--- src/rtl/lnk8_tx.sv ---
module lnk8_tx #(
  parameter int BYTES = 16
) (
  input  logic                 clk2x,
  input  logic                 rst_n,
  input  logic [BYTES*8-1:0]   in_data,
  input  logic                 in_valid,
  output logic                 in_ready,
  input  logic [1:0]           ratio_sel,
  input  logic                 vfy_en,
  output logic                 lclk_out,
  input  logic                 lclk_in,
  output logic [7:0]           ldat_o,
  output logic                 ldat_oe,
  output logic                 ldir
);
  localparam int DW = BYTES * 8;
  localparam int IW = $clog2(BYTES);
  localparam int HW = $clog2(BYTES + 2);

  typedef enum logic [2:0] {S_IDLE, S_ACK, S_OE, S_XFER, S_HOLD} st_t;

  st_t            st_q;
  logic [DW-1:0]  buf_q;
  logic [3:0]     rat_q;
  logic [3:0]     cnt_q;
  logic [HW-1:0]  ph_q;
  logic           seen_q;
  logic           vfy_q;
  logic [7:0]     chk_byte;
  logic [7:0]     cur_byte;

  wire            end_tick = (cnt_q == rat_q - 4'd1);
  wire [HW-1:0]   last_ph  = vfy_q ? HW'(BYTES + 1) : HW'(BYTES - 1);

  function automatic logic [3:0] dec_ratio(input logic [1:0] s);
    case (s)
      2'd0:    return 4'd2;
      2'd1:    return 4'd3;
      2'd2:    return 4'd4;
      default: return 4'd8;
    endcase
  endfunction

  always_comb begin
    chk_byte = 8'h00;
    for (int i = 0; i < BYTES; i++) chk_byte = chk_byte ^ buf_q[i*8 +: 8];
  end

  always_comb begin
    if (ph_q < HW'(BYTES))      cur_byte = buf_q[{ph_q[IW-1:0], 3'b000} +: 8];
    else if (ph_q == HW'(BYTES)) cur_byte = chk_byte;
    else                         cur_byte = 8'h00;
  end

  assign in_ready = (st_q == S_IDLE);
  assign ldir     = (st_q != S_IDLE);
  assign ldat_oe  = (st_q == S_OE) || (st_q == S_XFER);
  assign lclk_out = (st_q == S_XFER) ? ph_q[0] : 1'b1;
  assign ldat_o   = (st_q == S_XFER) ? cur_byte : 8'h00;

  always_ff @(posedge clk2x or negedge rst_n) begin
    if (!rst_n) begin
      st_q   <= S_IDLE;
      buf_q  <= '0;
      rat_q  <= 4'd2;
      cnt_q  <= '0;
      ph_q   <= '0;
      seen_q <= 1'b0;
      vfy_q  <= 1'b0;
    end else begin
      case (st_q)
        S_IDLE: if (in_valid) begin
          buf_q  <= in_data;
          rat_q  <= dec_ratio(ratio_sel);
          vfy_q  <= vfy_en;
          seen_q <= 1'b0;
          cnt_q  <= '0;
          st_q   <= S_ACK;
        end
        S_ACK: begin
          if (!lclk_in) begin
            seen_q <= 1'b1;
            cnt_q  <= '0;
          end else if (seen_q) begin
            if (end_tick) begin
              cnt_q <= '0;
              ph_q  <= '0;
              st_q  <= S_OE;
            end else begin
              cnt_q <= cnt_q + 4'd1;
            end
          end
        end
        S_OE: st_q <= S_XFER;
        S_XFER: begin
          if (end_tick) begin
            cnt_q <= '0;
            if (ph_q == last_ph) st_q <= S_HOLD;
            else                 ph_q <= ph_q + 1'b1;
          end else begin
            cnt_q <= cnt_q + 4'd1;
          end
        end
        S_HOLD: begin
          if (end_tick) begin
            cnt_q <= '0;
            st_q  <= S_IDLE;
          end else begin
            cnt_q <= cnt_q + 4'd1;
          end
        end
        default: st_q <= S_IDLE;
      endcase
    end
  end
endmodule

--- config.mk ---
export PLATFORM = sky130hd
export DESIGN_NAME = lnk8_tx
export DESIGN_NICKNAME = d
export VERILOG_FILES = /design/src/rtl/lnk8_tx.sv
export SDC_FILE = /design/constraint.sdc
export NUM_CORES = 1
export LEC_CHECK = 0
export BUFFER_PORTS_ARGS = -buffer_cell sky130_fd_sc_hd__buf_2
export CAP_MARGIN = 30
export CORE_UTILIZATION = 38
export DETAILED_ROUTE_END_ITERATION = 10
export MAX_ROUTING_LAYER = met4
export PLACE_DENSITY = 0.59
export SLEW_MARGIN = 20
export SYNTH_ARGS = -nofsm -noshare
export SYNTH_HDL_FRONTEND = slang
export SYNTH_SLANG_ARGS = --single-unit
--- constraint.sdc ---
create_clock -name clk2x -period 1.75 [get_ports clk2x]
set_input_delay 0.0875 -clock clk2x [delete_from_list [all_inputs] [get_ports clk2x]]
set_output_delay 0.0875 -clock clk2x [all_outputs]
set_load 0.05 [all_outputs]
Word-level counts from Yosys, hierarchy flattened
Index checks and enable logic that the tools add are counted.
{ "word_totals": {"reg_bits": 146, "input_bits": 135, "elab_cells": 87} }
{ "op_classes": {"n_addsub": 3, "order_cmp": 1, "n_eq_ne": 19, "shifts": 1, "muxes": 28, "bitwise_logic": 15, "reduce_logical": 13} }
{ "op_table": {"columns": ["cell", "n"], "rows": [
  ["128-bit by 8-bit variable part select with 8-bit output", 1],
  ["8-bit bitwise XOR", 15],
  ["5-bit two-way mux", 6],
  ["8-bit two-way mux", 3],
  ["4-bit case mux with 3 select lines", 2],
  ["3-bit two-way mux", 7],
  ["4-bit two-way mux", 4],
  ["2-bit inequality test (second input constant)", 8],
  ["3-bit case mux with 5 select lines", 1],
  ["5-bit case mux with 2 select lines", 1],
  ["7-bit AND reduction", 1],
  ["3-bit by 2-bit == test with 1-bit output (second input constant)", 2],
  ["3-bit AND reduction", 2],
  ["6-bit AND reduction", 1],
  ["3-bit nonzero test", 2],
  ["5-bit by 1-bit adder with 5-bit output (second input constant)", 1],
  ["5-bit == test", 1],
  ["5-bit == test (second input constant)", 1],
  ["5-bit < comparator (second input constant)", 1],
  ["4-bit by 1-bit adder with 4-bit output (second input constant)", 1],
  ["4-bit == test", 1],
  ["2-bit nonzero test", 2],
  ["4-bit by 1-bit subtractor with 4-bit output (second input constant)", 1],
  ["3-bit by 1-bit == test with 1-bit output (second input constant)", 1],
  ["12 further kinds", 14]
]} }

Logic depth before layout (Yosys ltp)
{ "depth": {"depth_word": 18, "mapped_depth": 8, "mapped_depth_nobuf": 7} }

Least setup slack after synthesis
No wires, ideal clock.
{ "synth_path": {"path_kind": "register to output", "startpoint": "register st_q[2]", "endpoint": "output port ldat_o[0]", "arrival_ns": 2.579, "setup_slack_ns": -0.916, "stages_incl_launch_ff": 7, "path_cell_list": "dfrtp_1 > buf_2 > nor2b_2 > nand2_1 > nor4b_1 > nand2_1 > o21ai_1"} }
{ "synth_between": {"elab_chain_len": 2} }
{ "synth_rtl": {"columns": ["element", "line_no", "rtl"], "rows": [
  ["from (decl)", "23", "st_t st_q;"],
  ["from (signal assigned)", "64", "st_q <= S_IDLE;"],
  ["from (signal assigned)", "79", "st_q <= S_ACK;"],
  ["from (signal assigned)", "89", "st_q <= S_OE;"],
  ["3-bit by 2-bit == test with 1-bit output", "60", "assign ldat_o = (st_q == S_XFER) ? cur_byte : 8'h00;"],
  ["8-bit two-way mux", "60", null],
  ["to (decl)", "13", "output logic [7:0] ldat_o,"]
]} }
No other way between the ends.

Final worst setup path
{ "layout_path": {"startpoint": "register ph_q[0]", "endpoint": "output port ldat_o[3]"} }
{ "layout_between": {"elab_chain_len": 4} }
{ "layout_rtl": {"columns": ["element", "line_no", "rtl"], "rows": [
  ["from (decl)", "27", "logic [HW-1:0] ph_q;"],
  ["from (signal assigned)", "100", "else ph_q <= ph_q + 1'b1;"],
  ["branches (longest 2 deep; another with 128-bit by 8-bit variable part select with 8-bit output)", null, null],
  ["8-bit two-way mux (*)", "51", "if (ph_q < HW'(BYTES)) cur_byte = buf_q[{ph_q[IW-1:0], 3'b000} +: 8];"],
  ["8-bit two-way mux (*)", "60", null]
]} }
Mark *: on every way between the ends.

==> summary.md <==
| Metric | Value |
|---|---|
| Synth Area per Inst | 9.06 µm² |
| Vias after detailed routing | 7,115 |
| Sequential fraction of the synthesis area | 45.6% |
| Metal2 WL | 12,200 µm |
| Crit path DAT | 2350 ps |
| Synth Flop Type | dfrtp_1 |
| Dpl ws | -290 ps |
| Worst-margin pin slew | 422 ps |
| Worst-path clk slew | 60 ps |
| Vias in the first global route | 7,494 |
| TritonRoute pass-1 iters | 4 |
| Most common cell on crit path | buf_6 |
| Bufs and invs on worst path | 2 |
| Max Slew Vio Count | 0 |
| CTS root buf | clkbuf_16 |
| Max VDD drop | 1.07 mV |
| Hold_ws | 41.8 ps |
| Layout area overhead | 49.4% |
| Die X | 147 µm |
| Slew headroom | 71.9% |
| Final setup fails | 20 |
| Final Cycle Share | 140% |
| Num ports | 147 |
| # rows | 52 |
| Worst skew pair latency | 430 ps |
| CTS Buf Count | 17 |
| Synth warn | 0 |
| Yosys cell types | 43 |
| Synth Area in Compound Gates | 3.70% |
| Adder-cell share of the synthesized area | 0.624% |
| CP Max Fanout | 8 |
| Post-synth EDFFs | 0 |
| Layout cells sized above 1 | 28.0% |
| Nets | 1,360 |
| Final worst setup slack | -692 ps |
| Commonest cells after routing, fill and taps aside | nand2_1, dfrtp_1, buf_2 |
| DR top layer | met4 |
| Syn Inst Count | 885 |
| Slowest CP cell | mux4_2 |
| Failing checks | setup timing |
| Pwr per Cell Area | 1650 nW/µm² |
| Post-Syn Area | 8020 µm² |
| DP HPWL | 15,700 µm |
| Achievable clock frequency | 409 MHz |
| First-pass GRT wire length | 37,200 µm |
| Vias per cell | 4.73 |
| Fin util | 58.6% |
| Die area | 21,700 µm² |
| Worst R2R Path Depth | 7 |
| Gr usage total | 22.8% |
| Worst Hold Class | in2reg |
| Final hold vios | 0 |
| Met3 Wirelength | 654 µm |
| Worst hold start | in_valid |
| Core ar. | 20,400 µm² |
| DIE HEIGHT | 147 µm |
| Req. time, crit path | 1660 ps |
| Outcome | finished with violations |
| Worst setup SP type | flip-flop |
| Levels on crit path | 6 |
| Async SR Flop Fraction | 100% |
| WL per Instance | 15.1 µm |
| Starting density of the core | 39.2% |
| Initial antenna violation count | 0 |
| Worst-path cell chain | buf_6 -> mux4_2 -> mux2_2 -> o211ai_1 -> o21ai_4 -> buf_6 |
| Pin count of the biggest net entering global routing | 67 |
| Clock skew | 7.84 ps |
| Multiplexer share of the synthesized area | 10.2% |
| Worst Setup SP | ph_q[0] |
| Initial drt markers | 405 |
| Critical Path End Type | output pin |
| Max-cap violation count | 0 |
| Clock tree buffer depth | 2 |
| Diode count | 0 |
| Final ANT Viol Nets | 0 |
| Post-synthesis xor/xnor area fraction | 13.8% |
| Largest family of logic cells by synthesized area | simple AND/OR/NAND/NOR gates |
| Cell family with most CP delay | multiplexers |
| Final Critical Period | 2440 ps |
| CP max stage delay | 500 ps |
| PortBufs | 146 |
| WHS Path Cells | 4 |
| TritonCTS clock tree | yes |
| Syn Nets | 1,024 |
| RePlAce Congestion | 0.864 |
| P_leak | 5.96 nW |
| Critical path class | reg2out |
| DRT met1 WL | 9350 µm |
| Clk sinks | 146 |
| Total number of H-tree levels | 4 |
| Most common cell after layout, fill and taps aside | nand2_1 |
| Synth Area in Simple Gates | 23.0% |
| Routed WL | 22,800 µm |
| DRC viols | 0 |
| FF-to-FF Start | rat_q[1] |
| Yosys reg bits | 146 |
| RSZ-0062 raised after global routing | true |
| Grt total ovfl | 0 |
area by class of cell:
type                            instances  area (µm²)
Clock buffer                           19         453
Clock inverter                         13         196
Fill cell                            1766        8450
Inverter                               11        41.3
Multi-Input combinational cell        683        4430
Sequential cell                       146        3660
Tap cell                              270         338
Timing Repair Buffer                  362        2870
flip-flops by register name, indices dropped and copies added (netlist names):
name,cells
buf_q,128
cnt_q,4
ph_q,5
rat_q,4
seen_q,1
st_q,3
vfy_q,1
timing repair:
item | in CTS | in global routing
setup endpoints to repair | 18 | 23
hold endpoints to repair | 279 | 0
hold buffers | 133 | 0
setup buffers | 6 | 2
pin swaps | 12 | 10
gates resized for setup | 35 | 22
routing by layer:
metal / GRT usage (%) / vias to the layer above
li1: - / 3523
met1: 25.4 / 3405
met2: 41.0 / 147
met3: 4.29 / 40
met4: 7.37 / 0
met5: - / -
where the power goes:
group / total [W] / switching (W) / internal [W]
clock: 0.00401 / 0.00153 / 0.00249
sequential: 0.00534 / 0.00102 / 0.00432
combinational: 0.0105 / 0.00524 / 0.00521
worst register-to-register path: stages (launching register included):
cell and delay, ps:
dfstp_2 530, inv_2 40, ha_4 230, xnor2_4 150
nor3_4 270, nand3_4 150, or2_4 310, o41ai_2 230
logic make-up (layout without fill, tap and decap cells):
| family | count (synthesis) | count (layout) |
|---|---|---|
| adder cells (fa/ha/maj) | 4 | 4 |
| AO/OA/AOI/OAI | 46 | 46 |
| buffers and inverters | 56 | 405 |
| multiplexers | 40 | 40 |
| XOR/XNOR | 125 | 125 |
| flip-flops | 146 | 146 |
| AND/OR/NAND/NOR | 468 | 468 |
cell usage after synthesis, types with 2 or more instances:
master	instances	share of area [%]
a21oi_1	6	0.37
a22o_1	2	0.22
and2_1	2	0.16
and3_1	2	0.16
buf_2	17	1.1
buf_4	3	0.28
clkbuf_1	23	1.1
dfrtp_1	145	45
ha_1	4	0.62
inv_1	10	0.47
mux2_2	2	0.28
mux2i_1	5	0.62
mux4_2	33	9.3
nand2_1	427	20
nand3_1	8	0.50
nand3b_1	2	0.19
nor2_1	9	0.42
nor3_1	7	0.44
nor3b_1	2	0.19
nor4b_1	2	0.22
o211ai_1	7	0.66
o21ai_0	2	0.12
o21ai_1	18	1.1
o22ai_1	3	0.23
o31ai_1	3	0.28
o41ai_2	2	0.41
xnor2_1	107	12
xor2_1	17	1.9
through the flow:
| stage | std cells | TNS [ps] | instance area, µm² | power (W) |
|---|---|---|---|---|
| after floorplan | 885 | -2260 | 8200 | 0.0121 |
| after global placement | 1331 | -3150 | 9710 | 0.0146 |
| after detailed placement | 1331 | -3380 | 9710 | 0.0147 |
| after CTS | 1502 | -6500 | 11900 | 0.0196 |
| after global routing | 1504 | -8610 | 12000 | 0.0211 |
| final | 1504 | -6980 | 12000 | 0.0198 |
path summary, 6_finish.rpt:
| check | slack [ps] | endpoint |
|---|---|---|
| hold / removal | 40 | seen_q |
| setup reg to reg | -270 | ph_q[2] |
| min in group asynchronous | 150 | cnt_q[2] |
| max in group asynchronous | 970 | rat_q[1] |
| setup / recovery | -690 | ldat_o[3] |
| hold reg to reg | 480 | rat_q[3] |
No activity file was read; power rests on OpenSTA's default activity.
